==> src/rtl/nandseq_pkg.sv <==
package nandseq_pkg;

    typedef enum logic [3:0] {
        S_IDLE,
        S_PG_COL,
        S_PG_ROW,
        S_PG_DATA0,
        S_PG_DATA,
        S_ER_ROW,
        S_ER_CONF,
        S_CB_SRC,
        S_CB_DST,
        S_CB_CONF,
        S_BUSY
    } seq_state_t;

    typedef enum logic [1:0] {
        OP_PROG,
        OP_ERASE,
        OP_COPY
    } op_kind_t;

    localparam logic [7:0] CMD_PROG_SETUP  = 8'h80;
    localparam logic [7:0] CMD_PROG_GO     = 8'h10;
    localparam logic [7:0] CMD_ERASE_SETUP = 8'h60;
    localparam logic [7:0] CMD_ERASE_GO    = 8'hD0;
    localparam logic [7:0] CMD_COPY_SETUP  = 8'h8A;
    localparam logic [7:0] CMD_STATUS      = 8'h70;
    localparam logic [7:0] CMD_RESET       = 8'hFF;

endpackage

==> src/rtl/nandseq_cmd_fsm.sv <==
module nandseq_cmd_fsm
    import nandseq_pkg::*;
#(
    parameter int ROW_W = 4
) (
    input  logic             clk,
    input  logic             rst_n,
    input  logic             cmd_we,
    input  logic             addr_we,
    input  logic             data_we,
    input  logic [7:0]       bus_in,
    input  logic             launch,
    input  logic             busy_done,
    output logic             op_req,
    output logic             abort,
    output op_kind_t         op_kind,
    output logic             area_spare,
    output logic [ROW_W-1:0] row_src,
    output logic [ROW_W-1:0] row_dst
);

    seq_state_t       state_q, state_d;
    logic             spare_q, spare_d;
    logic [ROW_W-1:0] src_q, src_d;
    logic [ROW_W-1:0] dst_q, dst_d;

    function automatic seq_state_t decode_setup(input logic [7:0] c);
        seq_state_t s;
        case (c)
            CMD_PROG_SETUP:  s = S_PG_COL;
            CMD_ERASE_SETUP: s = S_ER_ROW;
            CMD_COPY_SETUP:  s = S_CB_SRC;
            default:         s = S_IDLE;
        endcase
        return s;
    endfunction

    // state register
    always_ff @(posedge clk) begin
        if (!rst_n) begin
            state_q <= S_IDLE;
            spare_q <= 1'b0;
            src_q   <= '0;
            dst_q   <= '0;
        end else begin
            state_q <= state_d;
            spare_q <= spare_d;
            src_q   <= src_d;
            dst_q   <= dst_d;
        end
    end

    // outputs: confirm recognition and abort
    always_comb begin
        abort   = cmd_we && (bus_in == CMD_RESET);
        op_req  = 1'b0;
        op_kind = OP_PROG;
        unique case (state_q)
            S_PG_DATA: op_req = cmd_we && (bus_in == CMD_PROG_GO);
            S_ER_CONF: begin
                op_kind = OP_ERASE;
                op_req  = cmd_we && (bus_in == CMD_ERASE_GO);
            end
            S_CB_CONF: begin
                op_kind = OP_COPY;
                op_req  = cmd_we && (bus_in == CMD_PROG_GO);
            end
            default: ;
        endcase
    end

    // next state
    always_comb begin
        state_d = state_q;
        spare_d = spare_q;
        src_d   = src_q;
        dst_d   = dst_q;
        if (abort) begin
            state_d = S_IDLE;
        end else if (state_q == S_BUSY) begin
            if (busy_done) state_d = S_IDLE;
        end else if (cmd_we) begin
            if (op_req) state_d = launch ? S_BUSY : S_IDLE;
            else        state_d = decode_setup(bus_in);
        end else if (addr_we) begin
            unique case (state_q)
                S_PG_COL: begin
                    spare_d = bus_in[7];
                    state_d = S_PG_ROW;
                end
                S_PG_ROW: begin
                    dst_d   = bus_in[ROW_W-1:0];
                    state_d = S_PG_DATA0;
                end
                S_ER_ROW: begin
                    dst_d   = bus_in[ROW_W-1:0];
                    state_d = S_ER_CONF;
                end
                S_CB_SRC: begin
                    src_d   = bus_in[ROW_W-1:0];
                    state_d = S_CB_DST;
                end
                S_CB_DST: begin
                    dst_d   = bus_in[ROW_W-1:0];
                    state_d = S_CB_CONF;
                end
                default: ;
            endcase
        end else if (data_we && (state_q == S_PG_DATA0)) begin
            state_d = S_PG_DATA;
        end
    end

    assign area_spare = spare_q;
    assign row_src    = src_q;
    assign row_dst    = dst_q;

endmodule

==> src/rtl/nandseq_page_ledger.sv <==
module nandseq_page_ledger
    import nandseq_pkg::*;
#(
    parameter int ROW_W       = 4,
    parameter int BLK_LOG2    = 2,
    parameter int PLANE_BIT   = 2,
    parameter int MAIN_LIMIT  = 2,
    parameter int SPARE_LIMIT = 3
) (
    input  logic             clk,
    input  logic             rst_n,
    input  op_kind_t         op_kind,
    input  logic             area_spare,
    input  logic [ROW_W-1:0] row_src,
    input  logic [ROW_W-1:0] row_dst,
    input  logic             commit,
    output logic             op_ok
);

    localparam int PAGES   = 1 << ROW_W;
    localparam int MAX_LIM = (MAIN_LIMIT > SPARE_LIMIT) ? MAIN_LIMIT : SPARE_LIMIT;
    localparam int CNT_W   = $clog2(MAX_LIM + 1);
    localparam logic [CNT_W-1:0] MAIN_TOP  = CNT_W'(MAIN_LIMIT);
    localparam logic [CNT_W-1:0] SPARE_TOP = CNT_W'(SPARE_LIMIT);

    logic [CNT_W-1:0] main_cnt  [PAGES];
    logic [CNT_W-1:0] spare_cnt [PAGES];
    logic [PAGES-1:0] in_block;

    for (genvar g = 0; g < PAGES; g++) begin : g_blk
        localparam logic [ROW_W-1:0] PG = ROW_W'(g);
        assign in_block[g] = (row_dst[ROW_W-1:BLK_LOG2] == PG[ROW_W-1:BLK_LOG2]);
    end

    logic main_room, spare_room, plane_same;
    assign main_room  = main_cnt[row_dst]  < MAIN_TOP;
    assign spare_room = spare_cnt[row_dst] < SPARE_TOP;
    assign plane_same = row_src[PLANE_BIT] == row_dst[PLANE_BIT];

    always_comb begin
        unique case (op_kind)
            OP_PROG:  op_ok = area_spare ? spare_room : main_room;
            OP_ERASE: op_ok = 1'b1;
            OP_COPY:  op_ok = plane_same && main_room && spare_room;
            default:  op_ok = 1'b0;
        endcase
    end

    always_ff @(posedge clk) begin
        if (!rst_n) begin
            for (int p = 0; p < PAGES; p++) begin
                main_cnt[p]  <= '0;
                spare_cnt[p] <= '0;
            end
        end else if (commit) begin
            unique case (op_kind)
                OP_PROG: begin
                    if (area_spare) spare_cnt[row_dst] <= spare_cnt[row_dst] + 1'b1;
                    else            main_cnt[row_dst]  <= main_cnt[row_dst] + 1'b1;
                end
                OP_ERASE: begin
                    for (int p = 0; p < PAGES; p++) begin
                        if (in_block[p]) begin
                            main_cnt[p]  <= '0;
                            spare_cnt[p] <= '0;
                        end
                    end
                end
                OP_COPY: begin
                    main_cnt[row_dst]  <= main_cnt[row_dst] + 1'b1;
                    spare_cnt[row_dst] <= spare_cnt[row_dst] + 1'b1;
                end
                default: ;
            endcase
        end
    end

endmodule

==> src/rtl/nandseq_busy_timer.sv <==
module nandseq_busy_timer #(
    parameter int PROG_CYC  = 6,
    parameter int ERASE_CYC = 9
) (
    input  logic clk,
    input  logic rst_n,
    input  logic load,
    input  logic load_erase,
    input  logic abort,
    output logic busy,
    output logic done
);

    localparam int MAX_CYC = (PROG_CYC > ERASE_CYC) ? PROG_CYC : ERASE_CYC;
    localparam int CW      = $clog2(MAX_CYC + 1);

    logic [CW-1:0] cnt_q;

    always_ff @(posedge clk) begin
        if (!rst_n)             cnt_q <= '0;
        else if (abort)         cnt_q <= '0;
        else if (load)          cnt_q <= load_erase ? CW'(ERASE_CYC) : CW'(PROG_CYC);
        else if (cnt_q != '0)   cnt_q <= cnt_q - 1'b1;
    end

    assign busy = (cnt_q != '0);
    assign done = (cnt_q == CW'(1)) && !abort;

endmodule

==> src/rtl/nandseq_top.sv <==
module nandseq_top
    import nandseq_pkg::*;
#(
    parameter int ROW_W       = 4,
    parameter int BLK_LOG2    = 2,
    parameter int PLANE_BIT   = 2,
    parameter int MAIN_LIMIT  = 2,
    parameter int SPARE_LIMIT = 3,
    parameter int PROG_CYC    = 6,
    parameter int ERASE_CYC   = 9
) (
    input  logic       clk,
    input  logic       rst_n,
    input  logic       wp_n,
    input  logic       cmd_we,
    input  logic       addr_we,
    input  logic       data_we,
    input  logic [7:0] bus_in,
    output logic [7:0] bus_out,
    output logic       ready_busy
);

    localparam int MAX_BUSY_CYC = (PROG_CYC > ERASE_CYC) ? PROG_CYC : ERASE_CYC;

    logic             op_req, abort, area_spare, op_ok, launch;
    logic             busy, busy_done;
    op_kind_t         op_kind;
    logic [ROW_W-1:0] row_src, row_dst;
    logic             fail_q, stat_q;

    nandseq_cmd_fsm #(.ROW_W(ROW_W)) u_fsm (
        .clk        (clk),
        .rst_n      (rst_n),
        .cmd_we     (cmd_we),
        .addr_we    (addr_we),
        .data_we    (data_we),
        .bus_in     (bus_in),
        .launch     (launch),
        .busy_done  (busy_done),
        .op_req     (op_req),
        .abort      (abort),
        .op_kind    (op_kind),
        .area_spare (area_spare),
        .row_src    (row_src),
        .row_dst    (row_dst)
    );

    nandseq_page_ledger #(
        .ROW_W      (ROW_W),
        .BLK_LOG2   (BLK_LOG2),
        .PLANE_BIT  (PLANE_BIT),
        .MAIN_LIMIT (MAIN_LIMIT),
        .SPARE_LIMIT(SPARE_LIMIT)
    ) u_ledger (
        .clk        (clk),
        .rst_n      (rst_n),
        .op_kind    (op_kind),
        .area_spare (area_spare),
        .row_src    (row_src),
        .row_dst    (row_dst),
        .commit     (launch),
        .op_ok      (op_ok)
    );

    nandseq_busy_timer #(
        .PROG_CYC  (PROG_CYC),
        .ERASE_CYC (ERASE_CYC)
    ) u_timer (
        .clk        (clk),
        .rst_n      (rst_n),
        .load       (launch),
        .load_erase (op_kind == OP_ERASE),
        .abort      (abort),
        .busy       (busy),
        .done       (busy_done)
    );

    assign launch = op_req && wp_n && op_ok;

    always_ff @(posedge clk) begin
        if (!rst_n) begin
            fail_q <= 1'b0;
            stat_q <= 1'b0;
        end else begin
            if (abort)       fail_q <= 1'b0;
            else if (op_req) fail_q <= !launch;
            if (cmd_we)      stat_q <= (bus_in == CMD_STATUS);
        end
    end

    assign ready_busy = !busy;
    assign bus_out    = stat_q ? {wp_n, ready_busy, 5'b00000, fail_q} : 8'h00;

endmodule

==> config.mk <==
export PLATFORM = sky130hd
export DESIGN_NAME = nandseq_top
export DESIGN_NICKNAME = d
export VERILOG_FILES = /design/src/rtl/nandseq_pkg.sv /design/src/rtl/nandseq_cmd_fsm.sv /design/src/rtl/nandseq_page_ledger.sv /design/src/rtl/nandseq_busy_timer.sv /design/src/rtl/nandseq_top.sv
export SDC_FILE = /design/constraint.sdc
export NUM_CORES = 1
export LEC_CHECK = 0
export BUFFER_PORTS_ARGS = -buffer_cell sky130_fd_sc_hd__clkbuf_2
export CORE_UTILIZATION = 52
export CTS_CLUSTER_DIAMETER = 200
export CTS_CLUSTER_SIZE = 12
export DETAILED_ROUTE_END_ITERATION = 10
export PLACE_DENSITY = 0.72
export SYNTH_ARGS = -nofsm -noshare
export SYNTH_HDL_FRONTEND = slang
export SYNTH_SLANG_ARGS = --single-unit
==> constraint.sdc <==
create_clock -name clk -period 3.7 [get_ports clk]
set_input_delay 0.37 -clock clk [delete_from_list [all_inputs] [get_ports clk]]
set_output_delay 0.37 -clock clk [all_outputs]
set_load 0.005 [all_outputs]
==> results of run 1 <==
## report_power, final
part	internal, mW	switching (mW)
registers	1.05	0.0268
clock network	0.400	0.338
logic	0.112	0.167
## synth_stat cells, drive strengths merged (2+ instances only)
library cell,number
nand4b,2
and3,2
xnor2,3
dfxtp,20
mux2i,15
a211oi,6
nor2b,14
a2111oi,5
a31oi,3
o211ai,5
or3,4
a21oi,24
o31ai,18
nand2,36
buf,19
o21ai,23
inv,6
o221ai,3
a21o,4
clkbuf,13
or2,2
and2,6
ha,3
nor2,26
edfxtp,64
nor3,22
nand2b,5
or3b,2
nor4,17
o22ai,4
a21boi,4
nand3,10
nand4,8
nor3b,2
nand3b,7
mux2,5
mux4,14
## flip-flops by register name, indices dropped and copies added, names as in the netlist, named ones only
name,flops
fail_q,1
stat_q,1
u_fsm.area_spare,1
u_fsm.row_dst,4
u_fsm.row_src,1
u_fsm.state_q,4
u_ledger.main_cnt,32
u_ledger.spare_cnt,32
u_timer.cnt_q,4
## worst min path at each step
stage                           startpoint               end  slack [ns]  depth (start not counted)
after floorplan                       wp_n            fail_q        0.47                          1
final                                 wp_n            fail_q        0.30                          2
after detailed placement            fail_q            fail_q        0.53                          2
after global placement    u_fsm.row_src[2]  u_fsm.row_src[2]        0.53                          2
after global routing                  wp_n            fail_q        0.30                          2
after CTS                             wp_n            fail_q        0.28                          2
## per-layer routing
| layer | wire length, um | vias up | global-route usage [%] |
|---|---|---|---|
| met5 | 0 | - | 0 |
| met4 | 260 | 0 | 9.99 |
| met3 | 897 | 22 | 5.74 |
| met2 | 5850 | 172 | 43.6 |
| met1 | 4700 | 1794 | 32.9 |
| li1 | - | 1758 | - |
## critical path, delay by kind of cell (launching register included)
family	cells	cell delay, ns
AND/OR/NAND/NOR	2	0.31
adder cells (fa/ha/maj)	1	0.23
buffers and inverters	2	0.47
AO/OA/AOI/OAI	3	0.90
flip-flops	1	0.32
multiplexers	2	1.01
## cell families after synthesis
group / share of synthesized area [%]
xor gates and xnor gates: 0.543
adders and majority gates: 0.775
buffers and inverters: 4.32
and+or+nand+nor: 20.1
DFF: 48.0
other: 0.0775
muxes: 10.8
AOI/OAI and AO/OA: 15.4
## cells in the final DEF (no fill, tap or decap), types with 3 or more instances in the layout
cell,n
clkbuf_2,17
a2111oi_1,5
o21ai_0,8
nand2_1,36
mux4_2,14
inv_1,6
a21oi_1,24
xnor2_1,3
nand4_1,8
nor2_1,26
nor3_1,12
clkbuf_8,10
o31ai_2,8
a31oi_1,3
o31ai_1,10
o21ai_1,15
nor4_1,17
ha_1,3
mux2i_1,15
o211ai_1,5
nor2b_1,14
nand2b_1,5
or3_1,4
nand3_1,10
mux2_2,4
nand3b_1,7
edfxtp_1,64
dfxtp_1,20
a21boi_1,4
a21o_1,4
nor3_2,10
o22ai_1,4
a211oi_1,5
conb_1,5
buf_4,18
and2_1,6
## stage by stage
step	area, um^2	setup WS (ns)
6_report	5290	0.103
5_1_grt	5290	-0.0595
4_1_cts	5250	0.0866
3_5_place_dp	5030	0.114
3_3_place_gp	5030	0.262
2_1_floorplan	4860	0.0745
## layout make-up
cell class                      count  share of cell area (%)
Multi-Input combinational cell    322                    44.7
Sequential cell                    84                    43.9
Timing Repair Buffer               35                    4.16
Clock buffer                       12                    2.74
Tap cell                          108                    2.56
Clock inverter                      4                    1.40
Inverter                            7                   0.497
==> results.cfg, run 1 <==
[run_status]
status = completed

[clocking]
post_cts_resized = 0
htreeDepth = 3
cts_buffers = 9
cts.sinks = 84
clockBufferDepth = 2
cts_root_buffer = clkbuf_8
clk_latency_ns = 0.36
postCtsHoldBufs = 0
clk_pin_slew_ns = 0.09
post_cts_buffers = 0
cts_tree = done

[finish]
area_delta_synth_final_pct = 9.23
num-nets-final = 476
post-route-util_pct = 59.8
drive_gt1_share_pct = 20.5
fillers = 729
regArea_um2 = 2320
finalNonFillerCells = 572
multi_input_area_um2 = 2360
diodes = 0

[synth]
synth_edf_count = 64
synth_cell_types = 62
synth.area.top_cells = edfxtp_1, dfxtp_1, mux4_2
synthFlopType = edfxtp_1
yosysWarnings = 0
ys_seq_area_share_pct = 48.0
async_flop_share_pct = 0
synth_area_um2 = 4840
synth-seq-cells = 84
synth_largest_area_cell = edfxtp_1
synth.top_cell.area_share_pct = 39.7
synth.avg_cell_area_um2 = 11.0
synthCells = 441

[run]
drv_cap = 0

[worst_setup_path]
required_ns = 3.73
start_kind = register
path_cells = buf_4 > mux4_2 > mux4_2 > ha_1 > nand2b_1 > a21o_1 > o221ai_4 > nand3_1 > buf_4 > o31ai_1
slowest_stage = mux4_2
r2r_end = u_ledger.spare_cnt[2][1]
critPathArrivalTime_ns = 3.62
crit_type = reg2reg
crit_path_max_incr_delay_ns = 0.52
ff2ff_setup_slack_ns = 0.10
crit_path_end = u_ledger.spare_cnt[2][1]
worst_setup_path_end_kind = register
reg2reg_depth = 10
worst-path-max-fanout = 32

[drt]
viasPerCell = 6.55
vias = 3746
drtAntennaViolNets = 0
first_iter_violations = 242
avgRoutedWirePerCell_um = 20.5
drc_errors = 0
detail_route.first_pass.iterations = 5
drt-total-wl_mm = 11.7

[global_route]
grt_pass1_wl_mm = 19.1
antenna_found_initial = 0
grt.overflow.total = 0
grt.total_usage_pct = 25.9
grt_max_degree = 33
grt_pass1_vias = 3671

[placed_design]
place.gp.congestion = 0.863
port_buffers = 17
dp.cells = 556
place_hpwl_mm = 8.43

[floorplanning]
dieArea_um2 = 9700
io_pins = 23
rows = 34
initial_core_util_pct = 54.7
core_area_um2 = 8850
die_w_um = 98.5
dieHeight_um = 98.5

[timing]
timing.final.crit_share_pct = 97.2
setup_viol = 0
setup-tns-final_ns = 0
slew_headroom_pct = 28.2
drv_slew = 0
rsz0062_at_grt = true
hold_ws_ns = 0.301
worstMarginPinSlew_ns = 1.07
finalCriticalPeriod_ns = 3.60
max_freq_ghz = 0.278
skew_ns = 0.0106
finalHoldViolCount = 0

[power_and_ir_drop]
power_mw = 2.10
leakagePower_nw = 1.70
ir_worst_vdd_uv = 251
p_per_area_nw_per_um2 = 396

[hold_path]
hold_path.class = in2reg
(Power assumes the default switching activity.)
==> run 2, diff against run 1 <==
--- a/config.mk
+++ b/config.mk
@@ -10,7 +10,7 @@
 export CTS_CLUSTER_DIAMETER = 200
 export CTS_CLUSTER_SIZE = 12
 export DETAILED_ROUTE_END_ITERATION = 10
-export PLACE_DENSITY = 0.72
+export PLACE_DENSITY = 0.73
 export SYNTH_ARGS = -nofsm -noshare
 export SYNTH_HDL_FRONTEND = slang
 export SYNTH_SLANG_ARGS = --single-unit
==> run 2 against run 1 <==
Flip-flop and latch count stayed put. Worst setup slack gained 0.013 ns. Count of clock-buffer cells in the layout grew 2. Maximum frequency is 0.35% higher. Critical path depth unchanged. Combinational power increased by 2%. Clock skew is 0.0057 ns higher. First-iteration DRC count increased by 23%. Sequential power about the same. Largest cell class unchanged. Largest power group unchanged.
==> results.cfg, run 2 (synthesis results as in run 1) <==
[floorplanning]
rows = 34
dieArea_um2 = 9700
initial_core_util_pct = 54.7
io_pins = 23
die_w_um = 98.5
dieHeight_um = 98.5
core_area_um2 = 8850

[finish]
top_regs = u_ledger.main_cnt: 32 flops, u_ledger.spare_cnt: 32 flops
drive_gt1_share_pct = 20.4
final_common_cell = edfxtp_1
regArea_um2 = 2320
finalNonFillerCells = 573
fillers = 754
num-nets-final = 477
layout_common_cells = edfxtp_1, nand2_1, nor2_1, a21oi_1, dfxtp_1
area_delta_synth_final_pct = 9.85
multi_input_area_um2 = 2360
diodes = 0

[clocking]
clk_pin_slew_ns = 0.08
clockBufferDepth = 2
cts_tree = done
cts_root_buffer = clkbuf_8
clk_latency_ns = 0.36
post_cts_buffers = 0
cts_buffers = 9
postCtsHoldBufs = 0
cts.sinks = 84
htreeDepth = 3

[drt]
avgRoutedWirePerCell_um = 20.4
drt-total-wl_mm = 11.7
detail_route.first_pass.iterations = 5
viasPerCell = 6.56
drc_errors = 0
first_iter_violations = 297
drtAntennaViolNets = 0
vias = 3759

[global_route]
grt.overflow.total = 0
grt_pass1_vias = 3704
grt.total_usage_pct = 25.9
grt_max_degree = 41
grt_pass1_wl_mm = 19.2
antenna_found_initial = 0

[worst_setup_path]
worst_setup_path_end_kind = register
critPathArrivalTime_ns = 3.60
required_ns = 3.71
crit_type = reg2reg
reg2reg_depth = 10
ff2ff_setup_slack_ns = 0.12
r2r_end = u_ledger.spare_cnt[3][1]
start_kind = register
worst-path-max-fanout = 40

[timing]
rsz0062_at_grt = true
finalHoldViolCount = 0
max_freq_ghz = 0.279
timing.final.crit_share_pct = 96.9
finalCriticalPeriod_ns = 3.58
skew_ns = 0.0163
setup-tns-final_ns = 0
slew_headroom_pct = 30.9
drv_slew = 0
worstMarginPinSlew_ns = 1.03
setup_viol = 0

[run]
drv_cap = 0

[run_status]
status = completed

[hold_path]
hold_depth = 2
min-delay-start = wp_n
min_to = fail_q
hold_path.class = in2reg

[power_and_ir_drop]
clockPowerShare_pct = 35.4
internal-power_mw = 1.58
pwr-share-seq_pct = 51.2
ir_worst_vdd_uv = 195
p_sw_share_pct = 24.9
leakagePower_nw = 1.71
switchingPower_mw = 0.525
power_frac_comb_pct = 13.5
p_per_area_nw_per_um2 = 396

[placed_design]
place_hpwl_mm = 8.53
place.gp.congestion = 0.881
dp.cells = 557
port_buffers = 17
-- run 2: power groups by stage --
stage	Clock, mW	Combinational, mW	Sequential [mW]
floorplan	0	0.206	1.09
global placement	0	0.269	1.10
detailed placement	0	0.278	1.10
CTS	0.748	0.280	1.08
global route	0.787	0.313	1.08
finish	0.745	0.284	1.08
-- run 2: final cells by class --
class                      instances  area share [%]
multi-input combinational        322            44.4
clock inverter                     2           0.729
inverter                           7           0.494
sequential                        84            43.7
clock buffer                      14            3.67
timing repair buffer              36            4.52
tap                              108            2.54
-- run 2: metrics by stage --
step / utilization, % / hold WS [ns] / instance area, um^2 / setup WS (ns) / total power [mW]
final: 60.1 / 0.312 / 5320 / 0.116 / 2.11
after global placement: 57.1 / 0.526 / 5050 / 0.257 / 1.37
after global routing: 60.1 / 0.304 / 5320 / -0.0703 / 2.18
after detailed placement: 57.1 / 0.533 / 5050 / 0.0881 / 1.38
after CTS: 59.7 / 0.293 / 5280 / 0.0754 / 2.11
after floorplan: - / 0.471 / 4860 / 0.0745 / 1.29
-- run 2: worst max path at each step --
stage | from | endpoint | slack, ns | depth (start not counted)
6_report | register | u_ledger.spare_cnt[3][1] | 0.12 | 10
5_1_grt | register | u_ledger.spare_cnt[0][0] | -0.07 | 10
4_1_cts | register | u_ledger.spare_cnt[6][0] | 0.08 | 10
3_5_place_dp | register | u_ledger.spare_cnt[6][0] | 0.09 | 10
3_3_place_gp | register | u_ledger.spare_cnt[7][0] | 0.26 | 10
2_1_floorplan | register | u_ledger.spare_cnt[0][0] | 0.07 | 12
-- run 2: worst max-delay path, cell delays in order (launching register included) --
cell and delay, ns:
dfxtp_1 0.32, buf_4 0.20, mux4_2 0.51, mux4_2 0.49
ha_1 0.23, nand2b_1 0.19, a21o_1 0.29, o221ai_4 0.22
nand3_1 0.17, buf_12 0.22, o31ai_1 0.40
-- run 2: timing repair --
| action | CTS | global route |
|---|---|---|
| resized for setup | 0 | 7 |
| endpoints found under the setup margin | 0 | 29 |
| hold endpoints to repair | 0 | 0 |
-- run 2: metal layers --
layer	global-route usage [%]	share of wire, %	routed length, um
met1	33.6	42	4920
met2	44.2	51	5970
met3	3.40	4.7	555
met4	10.4	2.2	257
met5	0	0	0
==> run 3, diff against run 2 <==
--- a/config.mk
+++ b/config.mk
@@ -11,6 +11,7 @@
 export CTS_CLUSTER_SIZE = 12
 export DETAILED_ROUTE_END_ITERATION = 10
 export PLACE_DENSITY = 0.73
+export SLEW_MARGIN = 5
 export SYNTH_ARGS = -nofsm -noshare
 export SYNTH_HDL_FRONTEND = slang
 export SYNTH_SLANG_ARGS = --single-unit
==> constraint.sdc (replaced) <==
create_clock -name clk -period 3.7 [get_ports clk]
set_input_delay 0.74 -clock clk [delete_from_list [all_inputs] [get_ports clk]]
set_output_delay 0.74 -clock clk [all_outputs]
set_load 0.005 [all_outputs]
==> run 3 against run 2 <==
Sequential share of layout area fell by 0.30 points. Cell count up 0.52%. Non-clock buffer count rose by 3. Clock skew down 0.0060 ns. Critical path depth unchanged. Cell area grew 0.68%. Sequential power about the same. Largest cell class unchanged. Combinational power is essentially flat. Total power is 5.2% lower. First-iteration DRC count up 24%. Die area did not move. Clock power down 16%.
==> results.cfg, run 3 (synthesis results as in run 1) <==
[worst_setup_path]
reg2reg_depth = 10
worst_setup_path_end_kind = register
crit_type = reg2reg
worst-path-max-fanout = 32
r2r_end = u_ledger.spare_cnt[5][1]
required_ns = 3.74
critPathArrivalTime_ns = 3.58
ff2ff_setup_slack_ns = 0.15
start_kind = register

[placed_design]
place.gp.congestion = 0.873
port_buffers = 17
dp.cells = 560
dpl_cell_area_um2 = 5060
place_hpwl_mm = 8.45

[drt]
avgRoutedWirePerCell_um = 20.1
vias = 3746
viasPerCell = 6.50
first_iter_violations = 369
drt-total-wl_mm = 11.6
drtAntennaViolNets = 0
detail_route.first_pass.iterations = 5
drc_errors = 0

[finish]
layout_common_cells = edfxtp_1, nand2_1, nor2_1, a21oi_1, buf_4
final_common_cell = edfxtp_1
fin_area_um2 = 5350
area_delta_synth_final_pct = 10.6
num-nets-final = 480
top_regs = u_ledger.main_cnt: 32 flops, u_ledger.spare_cnt: 32 flops
fillers = 742
finalNonFillerCells = 576
diodes = 0
drive_gt1_share_pct = 22.9

[clocking]
cts.sinks = 84
cts_buffers = 9
clk_pin_slew_ns = 0.09
clk_latency_ns = 0.36
clockBufferDepth = 2
post_cts_buffers = 0
htreeDepth = 3
cts_tree = done
cts_root_buffer = clkbuf_8

[global_route]
grt_max_degree = 33
grt_pass1_wl_mm = 19.0
grt_pass1_vias = 3699
grt.total_usage_pct = 25.7
grt.overflow.total = 0
antenna_found_initial = 0

[power_and_ir_drop]
clockPowerShare_pct = 31.5
pwr-share-seq_pct = 54.2
switchingPower_mw = 0.541
internal-power_mw = 1.46
leakagePower_nw = 1.72
p_sw_share_pct = 27.1
ir_worst_vdd_uv = 245
power_frac_comb_pct = 14.3
p_per_area_nw_per_um2 = 373

[hold_path]
min-delay-start = u_fsm.row_src[2]
hold_path.class = reg2reg
hold_depth = 2
min_to = u_fsm.row_src[2]

[run]
drv_cap = 0

[timing]
setup_viol = 0
timing.final.crit_share_pct = 95.9
rsz0062_at_grt = true
slew_headroom_pct = 31.6
hold_ws_ns = 0.550
finalCriticalPeriod_ns = 3.55
max_freq_ghz = 0.282
finalHoldViolCount = 0
drv_slew = 0
skew_ns = 0.0103
worstMarginPinSlew_ns = 1.02

[floorplanning]
initial_core_util_pct = 54.7
dieHeight_um = 98.5
core_area_um2 = 8850
die_w_um = 98.5
io_pins = 23
dieArea_um2 = 9700
rows = 34

[run_status]
status = completed
-- run 3: how the worst max path moves through the flow --
| stage | start | cells past startpoint | to | slack (ns) |
|---|---|---|---|---|
| 2_1_floorplan | register | 12 | u_ledger.spare_cnt[0][0] | 0.07 |
| 3_3_place_gp | register | 10 | u_ledger.spare_cnt[2][0] | 0.26 |
| 3_5_place_dp | register | 10 | u_ledger.spare_cnt[3][0] | 0.11 |
| 4_1_cts | register | 10 | u_ledger.spare_cnt[3][1] | 0.07 |
| 5_1_grt | register | 10 | u_ledger.spare_cnt[5][1] | -0.03 |
| 6_report | register | 10 | u_ledger.spare_cnt[5][1] | 0.15 |
-- run 3: metal layers --
layer	part of all wire [%]	track usage, %
met1	41	33.7
met2	51	43.1
met3	5.6	4.47
met4	2.0	9.41
met5	0	0
-- run 3: repair_timing --
item,4_1_cts,5_1_grt
setup endpoints to repair,0,32
endpoints found under the hold margin,0,0
hold buffers,0,0
resized for setup,0,21
-- run 3: final cells by class --
cell class	instances	area [um^2]	area share [%]
Clock buffer	12	156	2.92
Clock inverter	4	28.8	0.538
Inverter	7	26.3	0.491
Multi-Input combinational cell	322	2430	45.4
Sequential cell	84	2320	43.4
Tap cell	108	135	2.52
Timing Repair Buffer	39	254	4.74
-- run 3: power groups by stage --
stage / Clock, mW / Combinational (mW) / Sequential [mW]
finish: 0.629 / 0.285 / 1.08
CTS: 0.636 / 0.273 / 1.08
global placement: 0 / 0.261 / 1.10
detailed placement: 0 / 0.272 / 1.10
floorplan: 0 / 0.206 / 1.09
global route: 0.677 / 0.316 / 1.09
-- run 3: per-stage QoR --
step / setup WS [ns] / setup TNS, ns / power, mW / util (%)
floorplan: 0.0745 / 0 / 1.29 / -
global placement: 0.264 / 0 / 1.36 / 57.2
detailed placement: 0.110 / 0 / 1.38 / 57.2
CTS: 0.0658 / 0 / 1.99 / 59.3
global route: -0.0276 / -0.0672 / 2.08 / 60.5
finish: 0.151 / 0 / 2.00 / 60.5
-- run 3: critical path, stage by stage, from the launching register on --
cell and delay [ns]:
dfxtp_1 0.31, buf_4 0.19, mux4_2 0.51, mux4_2 0.49, ha_1 0.22, nand2b_1 0.20
a21o_1 0.30, o221ai_4 0.22, nand3_1 0.15, buf_6 0.23, o31ai_2 0.36
